## src/rtl/byte_cpu_pkg.sv

```systemverilog
package byte_cpu_pkg;

   localparam int unsigned INSTR_W = 8;
   localparam int unsigned FIELD_W = 3;
   localparam int unsigned IMM_W   = 6;

   localparam logic [FIELD_W-1:0] SLOT_PORT = 3'd6;
   localparam logic [FIELD_W-1:0] SLOT_NONE = 3'd7;

   localparam int unsigned IDX_IMM = 0;
   localparam int unsigned IDX_RES = 3;
   localparam int unsigned IDX_A   = 1;
   localparam int unsigned IDX_B   = 2;

   typedef enum logic [1:0] {
      CLS_IMM  = 2'b00,
      CLS_CALC = 2'b01,
      CLS_COPY = 2'b10,
      CLS_COND = 2'b11
   } instr_class_e;

   typedef enum logic [2:0] {
      ALU_OR   = 3'd0,
      ALU_NAND = 3'd1,
      ALU_NOR  = 3'd2,
      ALU_AND  = 3'd3,
      ALU_ADD  = 3'd4,
      ALU_SUB  = 3'd5,
      ALU_RSV6 = 3'd6,
      ALU_RSV7 = 3'd7
   } alu_op_e;

endpackage

```

## src/rtl/byte_cpu_regfile.sv

```systemverilog
module byte_cpu_regfile
   import byte_cpu_pkg::*;
#(
   parameter int unsigned DATA_W   = 8,
   parameter int unsigned NUM_REGS = 6
) (
   input  logic                             clk,
   input  logic                             rst,
   input  logic                             we,
   input  logic [FIELD_W-1:0]               widx,
   input  logic [DATA_W-1:0]                wdata,
   output logic [NUM_REGS-1:0][DATA_W-1:0]  regs
);

   for (genvar g = 0; g < NUM_REGS; g++) begin : g_reg
      always_ff @(posedge clk) begin
         if (rst) begin
            regs[g] <= '0;
         end else if (we && (widx == FIELD_W'(g))) begin
            regs[g] <= wdata;
         end
      end
   end

endmodule

```

## src/rtl/byte_cpu_alu.sv

```systemverilog
module byte_cpu_alu
   import byte_cpu_pkg::*;
#(
   parameter int unsigned DATA_W = 8
) (
   input  alu_op_e             op,
   input  logic [DATA_W-1:0]   a,
   input  logic [DATA_W-1:0]   b,
   output logic [DATA_W-1:0]   result,
   output logic                valid
);

   always_comb begin
      valid  = 1'b1;
      result = '0;
      case (op)
         ALU_OR:   result = a | b;
         ALU_NAND: result = ~(a & b);
         ALU_NOR:  result = ~(a | b);
         ALU_AND:  result = a & b;
         ALU_ADD:  result = a + b;
         ALU_SUB:  result = a - b;
         default:  valid  = 1'b0;
      endcase
   end

endmodule

```

## src/rtl/byte_cpu_cond.sv

```systemverilog
module byte_cpu_cond #(
   parameter int unsigned DATA_W = 8
) (
   input  logic [2:0]         code,
   input  logic [DATA_W-1:0]  value,
   output logic               take
);

   logic is_zero;
   logic is_neg;

   assign is_zero = (value == '0);
   assign is_neg  = value[DATA_W-1];

   always_comb begin
      case (code)
         3'd0:    take = 1'b0;
         3'd1:    take = is_zero;
         3'd2:    take = is_neg;
         3'd3:    take = is_neg | is_zero;
         3'd4:    take = 1'b1;
         3'd5:    take = ~is_zero;
         3'd6:    take = ~is_neg;
         default: take = ~is_neg & ~is_zero;
      endcase
   end

   // R9: a negative operand never satisfies the two non-negative tests
   always_comb begin
      if (is_neg && (code == 3'd6 || code == 3'd7)) begin
         assert_neg_blocks_pos_R9: assert (!take);
      end
   end

endmodule

```

## src/rtl/byte_cpu_core.sv

```systemverilog
module byte_cpu_core
   import byte_cpu_pkg::*;
#(
   parameter int unsigned DATA_W   = 8,
   parameter int unsigned ADDR_W   = 8,
   parameter int unsigned NUM_REGS = 6
) (
   input  logic                clk,
   input  logic                rst,
   output logic [ADDR_W-1:0]   imem_addr,
   input  logic [INSTR_W-1:0]  imem_data,
   input  logic [DATA_W-1:0]   in_data,
   output logic                in_rd,
   output logic [DATA_W-1:0]   out_data,
   output logic                out_wr
);

   localparam int unsigned REGS_W = NUM_REGS * DATA_W;

   if (NUM_REGS < 4 || NUM_REGS > 6) begin : g_bad_regs
      $error("NUM_REGS must lie between 4 and 6");
   end
   if (DATA_W < IMM_W) begin : g_bad_data
      $error("DATA_W must hold an immediate field");
   end
   if (ADDR_W > DATA_W) begin : g_bad_addr
      $error("ADDR_W must not exceed DATA_W");
   end

   instr_class_e                cls;
   logic [FIELD_W-1:0]          f_src;
   logic [FIELD_W-1:0]          f_dst;
   logic [NUM_REGS-1:0][DATA_W-1:0] regs;
   logic [DATA_W-1:0]           src_val;
   logic [DATA_W-1:0]           alu_res;
   logic                        alu_valid;
   logic                        cond_ok;
   logic                        jump_taken;
   logic                        rf_we;
   logic [FIELD_W-1:0]          rf_widx;
   logic [DATA_W-1:0]           rf_wdata;
   logic [ADDR_W-1:0]           pc;
   logic [ADDR_W-1:0]           jump_target;

   assign cls   = instr_class_e'(imem_data[7:6]);
   assign f_src = imem_data[5:3];
   assign f_dst = imem_data[2:0];

   byte_cpu_regfile #(.DATA_W(DATA_W), .NUM_REGS(NUM_REGS)) rf_i (
      .clk   (clk),
      .rst   (rst),
      .we    (rf_we),
      .widx  (rf_widx),
      .wdata (rf_wdata),
      .regs  (regs)
   );

   byte_cpu_alu #(.DATA_W(DATA_W)) alu_i (
      .op     (alu_op_e'(imem_data[2:0])),
      .a      (regs[IDX_A]),
      .b      (regs[IDX_B]),
      .result (alu_res),
      .valid  (alu_valid)
   );

   byte_cpu_cond #(.DATA_W(DATA_W)) cond_i (
      .code  (imem_data[2:0]),
      .value (regs[IDX_RES]),
      .take  (cond_ok)
   );

   always_comb begin
      src_val = '0;
      for (int i = 0; i < NUM_REGS; i++) begin
         if (f_src == FIELD_W'(i)) src_val = regs[i];
      end
      if (f_src == SLOT_PORT) src_val = in_data;
   end

   always_comb begin
      rf_we    = 1'b0;
      rf_widx  = FIELD_W'(IDX_IMM);
      rf_wdata = '0;
      case (cls)
         CLS_IMM: begin
            rf_we    = 1'b1;
            rf_wdata = DATA_W'(imem_data[IMM_W-1:0]);
         end
         CLS_CALC: begin
            rf_we    = alu_valid;
            rf_widx  = FIELD_W'(IDX_RES);
            rf_wdata = alu_res;
         end
         CLS_COPY: begin
            rf_we    = (f_dst < FIELD_W'(NUM_REGS));
            rf_widx  = f_dst;
            rf_wdata = src_val;
         end
         default: rf_we = 1'b0;
      endcase
   end

   assign in_rd      = (cls == CLS_COPY) && (f_src == SLOT_PORT);
   assign jump_taken = (cls == CLS_COND) && cond_ok;

   if (ADDR_W == DATA_W) begin : g_full_target
      assign jump_target = regs[IDX_IMM];
   end else begin : g_narrow_target
      assign jump_target = regs[IDX_IMM][ADDR_W-1:0];
   end

   always_ff @(posedge clk) begin
      if (rst) begin
         pc <= '0;
      end else if (jump_taken) begin
         pc <= jump_target;
      end else begin
         pc <= pc + ADDR_W'(1);
      end
   end

   assign imem_addr = pc;

   always_ff @(posedge clk) begin
      if (rst) begin
         out_wr   <= 1'b0;
         out_data <= '0;
      end else begin
         out_wr <= (cls == CLS_COPY) && (f_dst == SLOT_PORT);
         if ((cls == CLS_COPY) && (f_dst == SLOT_PORT)) begin
            out_data <= src_val;
         end
      end
   end

   // R10: a sequential instruction moves the program counter on by one
   assert_pc_step_R10: assert property (@(posedge clk) disable iff (rst)
      !jump_taken |=> imem_addr == ADDR_W'($past(imem_addr) + ADDR_W'(1)));

   // R10: a passing test lands on the value held in R0
   assert_jump_target_R10: assert property (@(posedge clk) disable iff (rst)
      jump_taken |=> imem_addr == $past(regs[IDX_IMM][ADDR_W-1:0]));

   // R1: immediate reaches R0 with upper bits zero
   assert_imm_load_R1: assert property (@(posedge clk) disable iff (rst)
      (imem_data[7:6] == 2'b00) |=> regs[IDX_IMM] == DATA_W'($past(imem_data[IMM_W-1:0])));

   // R6: an output pulse follows a copy to slot 6 and carries its source value
   assert_out_pulse_R6: assert property (@(posedge clk) disable iff (rst)
      out_wr |-> ($past(imem_data[7:6]) == 2'b10) && ($past(imem_data[2:0]) == 3'd6)
                 && (out_data == $past(src_val)));

   // R4: reserved calculate codes leave the register file untouched
   assert_calc_rsv_R4: assert property (@(posedge clk) disable iff (rst)
      ((imem_data[7:6] == 2'b01) && (imem_data[2:1] == 2'b11)) |=> $stable(regs));

   // R8: discarding copy changes no register
   assert_copy_drop_R8: assert property (@(posedge clk) disable iff (rst)
      ((imem_data[7:6] == 2'b10) && (imem_data[2:0] == 3'd7)) |=> $stable(regs));

   logic [REGS_W-1:0] unused_regs_flat;
   assign unused_regs_flat = regs;

endmodule

```

## config.mk

```make
export PLATFORM = sky130hd
export DESIGN_NAME = byte_cpu_core
export DESIGN_NICKNAME = d
export VERILOG_FILES = /design/src/rtl/byte_cpu_pkg.sv /design/src/rtl/byte_cpu_regfile.sv /design/src/rtl/byte_cpu_alu.sv /design/src/rtl/byte_cpu_cond.sv /design/src/rtl/byte_cpu_core.sv
export SDC_FILE = /design/constraint.sdc
export NUM_CORES = 1
export LEC_CHECK = 0
export BUFFER_PORTS_ARGS = -buffer_cell sky130_fd_sc_hd__buf_4
export CORE_MARGIN = 3
export CORE_UTILIZATION = 45
export CTS_CLUSTER_SIZE = 12
export DETAILED_ROUTE_END_ITERATION = 6
export PLACE_DENSITY_LB_ADDON = 0.1
export SYNTH_ARGS = -nofsm -noshare
export SYNTH_HDL_FRONTEND = slang
export SYNTH_SLANG_ARGS = --single-unit
```

## constraint.sdc

```tcl
create_clock -name clk -period 7.98 [get_ports clk]
set_input_delay 0.399 -clock clk [delete_from_list [all_inputs] [get_ports clk]]
set_output_delay 0.399 -clock clk [all_outputs]
set_load 0.005 [all_outputs]
```

==> results of run 1 <==
state kept, by name, summed over array words and instances (netlist names):
signal     flops
out_wr         1
rf_i.regs     48
imem_addr      8
out_data       8
stage by stage:
stage	instance area (um^2)	total power [W]	utilization
final	4380	0.000724	0.522
after global routing	4380	0.000751	0.522
after CTS	4380	0.000724	0.522
after detailed placement	4200	0.000462	0.501
after global placement	4200	0.000460	0.501
after floorplan	3950	0.000426	-
worst max-delay path, stage by stage (launching register included):
cell	delay, ps
dfxtp_1	510
inv_1	130
ha_1	310
a21o_1	180
fa_1	400
nor2b_1	220
nor4b_1	110
o21ai_0	150
o21ai_0	150
a21oi_1	510
a211oi_1	170
power groups by stage:
stage                      logic, W  clock network, W  registers (W)
after floorplan           0.0000788                 0       0.000348
after global placement     0.000110                 0       0.000350
after detailed placement   0.000111                 0       0.000350
after CTS                  0.000112          0.000269       0.000343
after global routing       0.000123          0.000284       0.000344
final                      0.000113          0.000268       0.000343
placed cells by master, fill, tap and decap left out, types with 6 or more instances in the layout:
cell type	n
mux2i_1	16
nand2b_1	10
buf_4	35
xor2_1	8
nor2_1	66
xnor2_1	16
nor3_1	13
o2bb2ai_1	12
a211oi_1	28
clkbuf_8	9
dfxtp_1	65
and3_1	8
a21oi_1	28
nand2_1	33
o22ai_1	6
ha_1	15
inv_1	18
o21ai_0	25
how the worst max path moves through the flow:
stage	startpoint	endpoint	slack, ps	cells past startpoint
after global routing	rf_i.regs[16]	rf_i.regs[5]	4750	11
after global placement	rf_i.regs[16]	rf_i.regs[17]	5050	9
after detailed placement	imem_data[1]	rf_i.regs[30]	5030	11
after CTS	rf_i.regs[16]	rf_i.regs[30]	5020	10
final	rf_i.regs[16]	rf_i.regs[18]	4990	10
after floorplan	imem_data[2]	rf_i.regs[30]	5270	11
cell families (layout without fill, tap and decap cells):
kind of cell / Yosys count / count (layout) / synth area share
compound gates: 135 / 135 / 0.235
simple gates: 164 / 164 / 0.211
mux: 22 / 22 / 0.0662
xor+xnor: 24 / 24 / 0.0532
buf+inv: 44 / 68 / 0.0529
fa+ha+maj: 16 / 16 / 0.0526
flops: 65 / 65 / 0.330
metal layers:
layer  GRT usage  vias up  share of wire
li1            -     1754              -
met1       0.338     1710           0.46
met2       0.355      143           0.46
met3      0.0365       15          0.066
met4      0.0735        0          0.019
met5           0        -              0
layout make-up:
cell class	instances	area share
Clock buffer	11	0.0300
Timing Repair Buffer	35	0.0600
Inverter	18	0.0154
Multi-Input combinational cell	361	0.557
Clock inverter	4	0.0103
Tap cell	105	0.0300
Sequential cell	65	0.297
==> results.py, run 1 <==
metrics = {
    "run_status": {
        "status": "finished, final reports clean",
    },
    "timing": {
        "fmax_mhz": 335,
        "tightest_slew_ps": 762,
        "fin_crit_ps": 2990,
        "final-hold-violation-count": 0,
        "relSlewSlack": 0.487,
        "timing.final.max_slew_violations": 0,
        "finalCritPeriodShare": 0.374,
        "finalSetupViolCount": 0,
        "setup_ws_ps": 4990,
        "fin_setup_tns_ps": 0,
        "finClkSkew_ps": 7.65,
        "hold_ws_ps": 455,
        "rsz0062_at_grt": "false",
    },
    "synthesis": {
        "synth_fp_nets": 504,
        "synth-edff-count": 0,
        "synth-seq-area-share": 0.330,
        "ys_top_cells_by_area": "dfxtp_1 (33%), nor2_1 (6.3%), a211oi_1 (5.3%)",
        "ys_ff_latch": 65,
        "synth_common_cells": "nor2_1 (66), dfxtp_1 (65), nand2_1 (33), a211oi_1 (28), a21oi_1 (28)",
        "ys_warn_count": 0,
        "netlist_area_um2": 3950,
        "synthArstFlopShare": 0,
        "synth.top_cell.area_share": 0.330,
        "synth_cell_type_count": 63,
        "synth_flop_cell": "dfxtp_1",
        "yosysMostFrequentCell": "nor2_1",
        "syn_area_per_cell_um2": 8.40,
        "yosysTopAreaCell": "dfxtp_1",
        "synth_cells": 470,
    },
    "floorplan": {
        "row_count": 33,
        "dieWidth_um": 99.7,
        "fp.coreArea_um2": 8380,
        "die-area_um2": 9940,
        "io_pins": 36,
        "die_h_um": 99.7,
        "initial_core_util": 0.471,
    },
    "clock_network": {
        "root_buffer": "clkbuf_8",
        "insertion_delay_ps": 350,
        "clkTransAtPathRegs_ps": 70,
        "cts_hold_buf": 0,
        "cts_max_level": 3,
        "cts_num_sinks": 65,
        "cts_resized": 0,
        "cts_max_path_buffers": 2,
        "cts_tree": "yes",
        "post_cts_buffers": 0,
        "cts_buffers": 9,
    },
    "pwr": {
        "pwr-share-clk": 0.370,
        "p_sw_frac": 0.282,
        "p_leak_nw": 1.65,
        "seq_power_share": 0.474,
        "p_per_area_nw_per_um2": 165,
        "internal-power_w": 0.000519,
        "ir_drop_uv": 81.0,
        "pwr-share-comb": 0.156,
        "power_switching_w": 0.000204,
    },
    "route": {
        "drt-wirelength-per-cell_um": 18.9,
        "antenna_left": 0,
        "first_pass_iters": 5,
        "via_count": 3622,
        "viasPerCell": 6.05,
        "routed_wl_um": 11300,
        "drtIter0Drc": 328,
        "drc_errors": 0,
    },
    "cells_and_area": {
        "final_layout_size_suffix_gt1_frac": 0.132,
        "ff_latch_area_um2": 1300,
        "instances_no_fill": 599,
        "nets": 524,
        "areaGrowthSynthToFinish_pct": 10.9,
        "diodes": 0,
        "multi_input_area_um2": 2440,
        "nFillCells": 800,
    },
    "global_routing": {
        "grt_max_degree": 51,
        "antenna_found_initial": 0,
        "grt_util_all_layers": 0.234,
        "grt_pass1_wl_um": 18200,
        "grt_pass1_vias": 3321,
        "gr-total-overflow": 0,
    },
    "setup_path": {
        "critPathKind": "reg2reg",
        "rr_endpoint": "rf_i.regs[18]",
        "arrival_ps": 3200,
        "cp.required_ps": 8190,
        "cp_max_fo": 7,
        "reg2reg_setup_slack_ps": 4990,
        "cp-start-kind": "register",
        "endpoint_kind": "register",
        "r2r-start": "rf_i.regs[16]",
        "reg2regPathDepth": 10,
    },
    "worst_hold_path": {
        "hp-class": "reg2reg",
        "hp-start": "out_data[1]",
        "min_to": "out_data[1]",
        "min_delay_path_depth": 2,
    },
    "job": {
        "drv_cap": 0,
    },
    "place": {
        "hpwl_um": 8290,
        "routabilityCongestion": 0.895,
        "dp_cells": 584,
        "pre_cts_slack_ps": 5030,
        "portBuffers": 35,
    },
}
Power figures use the tool's default switching activity.
==> inputs of run 2 (changes only) <==
==> constraint.sdc (replaced) <==
create_clock -name clk -period 3 [get_ports clk]
set_input_delay 0.15 -clock clk [delete_from_list [all_inputs] [get_ports clk]]
set_output_delay 0.15 -clock clk [all_outputs]
set_load 0.005 [all_outputs]
==> run 2 against run 1 <==
Sequential power grew to 2.7 times the previous value. Via count grew 1.5%. Clock skew grew 3.5 ps. Critical path type unchanged. Critical endpoint is now rf_i.regs[46]. Largest power group unchanged.
==> results.py, run 2 (synthesis gave the netlist of run 1 again) <==
metrics = {
    "run_status": {
        "status": "finished, final reports clean",
    },
    "setup_path": {
        "arrival_ps": 3050,
        "cp-start-kind": "register",
        "cp.required_ps": 3250,
        "cp.depth": 10,
        "max_stage_delay_ps": 430,
        "cp_max_fo": 7,
        "rr_endpoint": "rf_i.regs[46]",
        "crit_slowest_cell": "dfxtp_1",
        "endpoint_kind": "register",
        "r2r-start": "rf_i.regs[17]",
        "cp_top_family": "compound AO/OA/AOI/OAI gates",
        "reg2regPathDepth": 10,
        "reg2reg_setup_slack_ps": 200,
        "critPathBufInv": 1,
        "critPathKind": "reg2reg",
        "path_cells": "inv_1 -> ha_1 -> a21o_1 -> fa_1 -> nor2b_1 -> o31a_1 -> o22ai_1 -> xor2_1 -> o32a_1 -> a211oi_1",
    },
    "clock_network": {
        "cts_hold_buf": 0,
        "clkTransAtPathRegs_ps": 80,
        "post_cts_buffers": 0,
        "insertion_delay_ps": 360,
        "cts_num_sinks": 65,
        "root_buffer": "clkbuf_8",
        "cts_max_level": 3,
        "cts_max_path_buffers": 2,
        "cts_tree": "yes",
        "cts_buffers": 9,
    },
    "cells_and_area": {
        "diodes": 0,
        "largest_reg_flops": 48,
        "multi_input_area_um2": 2450,
        "ff_latch_area_um2": 1300,
        "final_cell_mix": "nor2_1 (66), dfxtp_1 (64), buf_4 (46)",
        "final_layout_size_suffix_gt1_frac": 0.162,
        "nFillCells": 842,
        "final_common_cell": "nor2_1",
        "areaGrowthSynthToFinish_pct": 13.4,
        "instances_no_fill": 611,
        "nets": 535,
        "largest_register": "rf_i.regs",
    },
    "job": {
        "drv_cap": 0,
    },
    "floorplan": {
        "die_h_um": 99.7,
        "die-area_um2": 9940,
        "row_count": 33,
        "io_pins": 36,
        "initial_core_util": 0.471,
        "fp.coreArea_um2": 8380,
        "dieWidth_um": 99.7,
    },
    "global_routing": {
        "gr-total-overflow": 0,
        "grt_pass1_wl_um": 18800,
        "antenna_found_initial": 0,
        "grt_util_all_layers": 0.242,
        "grt_max_degree": 51,
        "grt_pass1_vias": 3438,
    },
    "place": {
        "portBuffers": 35,
        "hpwl_um": 8550,
        "routabilityCongestion": 0.873,
        "dp_cells": 595,
    },
    "route": {
        "wl_met1_um": 5680,
        "antenna_left": 0,
        "drc_errors": 0,
        "viasPerCell": 6.02,
        "drtIter0Drc": 253,
        "first_pass_iters": 5,
        "drt-wirelength-per-cell_um": 19.1,
        "top_layer_used": "met4",
        "wl_met3_um": 473,
        "routed_wl_um": 11600,
        "wl_met2_um": 5290,
        "via_count": 3676,
    },
    "worst_hold_path": {
        "min_delay_path_depth": 2,
        "hp-start": "rst",
        "min_to": "out_data[6]",
        "hp-class": "in2reg",
    },
    "timing": {
        "finClkSkew_ps": 11.2,
        "fin_setup_tns_ps": 0,
        "fin_crit_ps": 2800,
        "relSlewSlack": 0.548,
        "tightest_slew_ps": 678,
        "fmax_mhz": 357,
        "final-hold-violation-count": 0,
        "hold_ws_ps": 267,
        "finalSetupViolCount": 0,
        "finalCritPeriodShare": 0.934,
        "timing.final.max_slew_violations": 0,
        "rsz0062_at_grt": "false",
    },
    "pwr": {
        "power_w": 0.00191,
        "p_leak_nw": 1.70,
        "ir_drop_uv": 166,
        "p_per_area_nw_per_um2": 426,
    },
}
==> run 2: cell types whose count changed in the layout (fill, tap and decap cells not counted), sizes merged <==
cell / before / now
clkbuf: 11 / 9
buf: 35 / 46
bufinv: 1 / 0
clkinvlp: 0 / 3
clkinv: 3 / 4
==> run 2: layer usage <==
| layer | track usage | up-vias |
|---|---|---|
| met3 | 0.0231 | 14 |
| li1 | - | 1780 |
| met4 | 0.0840 | 0 |
| met5 | 0 | - |
| met1 | 0.360 | 1788 |
| met2 | 0.365 | 94 |
==> run 2: how the worst max path moves through the flow <==
| stage | from | endpoint | slack, ps |
|---|---|---|---|
| floorplan | rf_i.regs[16] | rf_i.regs[30] | 460 |
| global placement | rf_i.regs[16] | rf_i.regs[30] | 320 |
| detailed placement | rf_i.regs[16] | rf_i.regs[46] | 140 |
| CTS | rf_i.regs[16] | rf_i.regs[46] | 120 |
| global route | rf_i.regs[17] | rf_i.regs[30] | 8 |
| finish | rf_i.regs[17] | rf_i.regs[46] | 200 |
==> run 2: report_power, final <==
group          switching, W  internal (W)
registers         0.0000253      0.000886
clock network      0.000377      0.000304
logic              0.000186      0.000128
total              0.000588       0.00132
==> run 2: worst register-to-register path, cell delays in order, from the launching register on <==
cell and delay [ps]:
dfxtp_1 430, inv_1 110, ha_1 280, a21o_1 190
fa_1 410, nor2b_1 210, o31a_1 190, o22ai_1 100
xor2_1 140, o32a_1 380, a211oi_1 270
==> run 2: cell type report <==
type                            count  share of cell area
Clock buffer                        9              0.0277
Clock inverter                      7              0.0129
Inverter                           18              0.0151
Multi-Input combinational cell    361               0.547
Sequential cell                    65               0.291
Tap cell                          105              0.0293
Timing Repair Buffer               46              0.0771
==> run 2: timing repair <==
item | in CTS | in global routing
endpoints found under the setup margin | 0 | 16
endpoints found under the hold margin | 0 | 0
gates resized for setup | 0 | 3
==> run 2: stage by stage <==
stage / instance area, um^2 / util / worst slack [ps]
global route: 4480 / 0.534 / 8.48
global placement: 4280 / 0.511 / 320
detailed placement: 4280 / 0.511 / 139
floorplan: 3950 / - / 463
finish: 4480 / 0.534 / 197
CTS: 4470 / 0.533 / 118
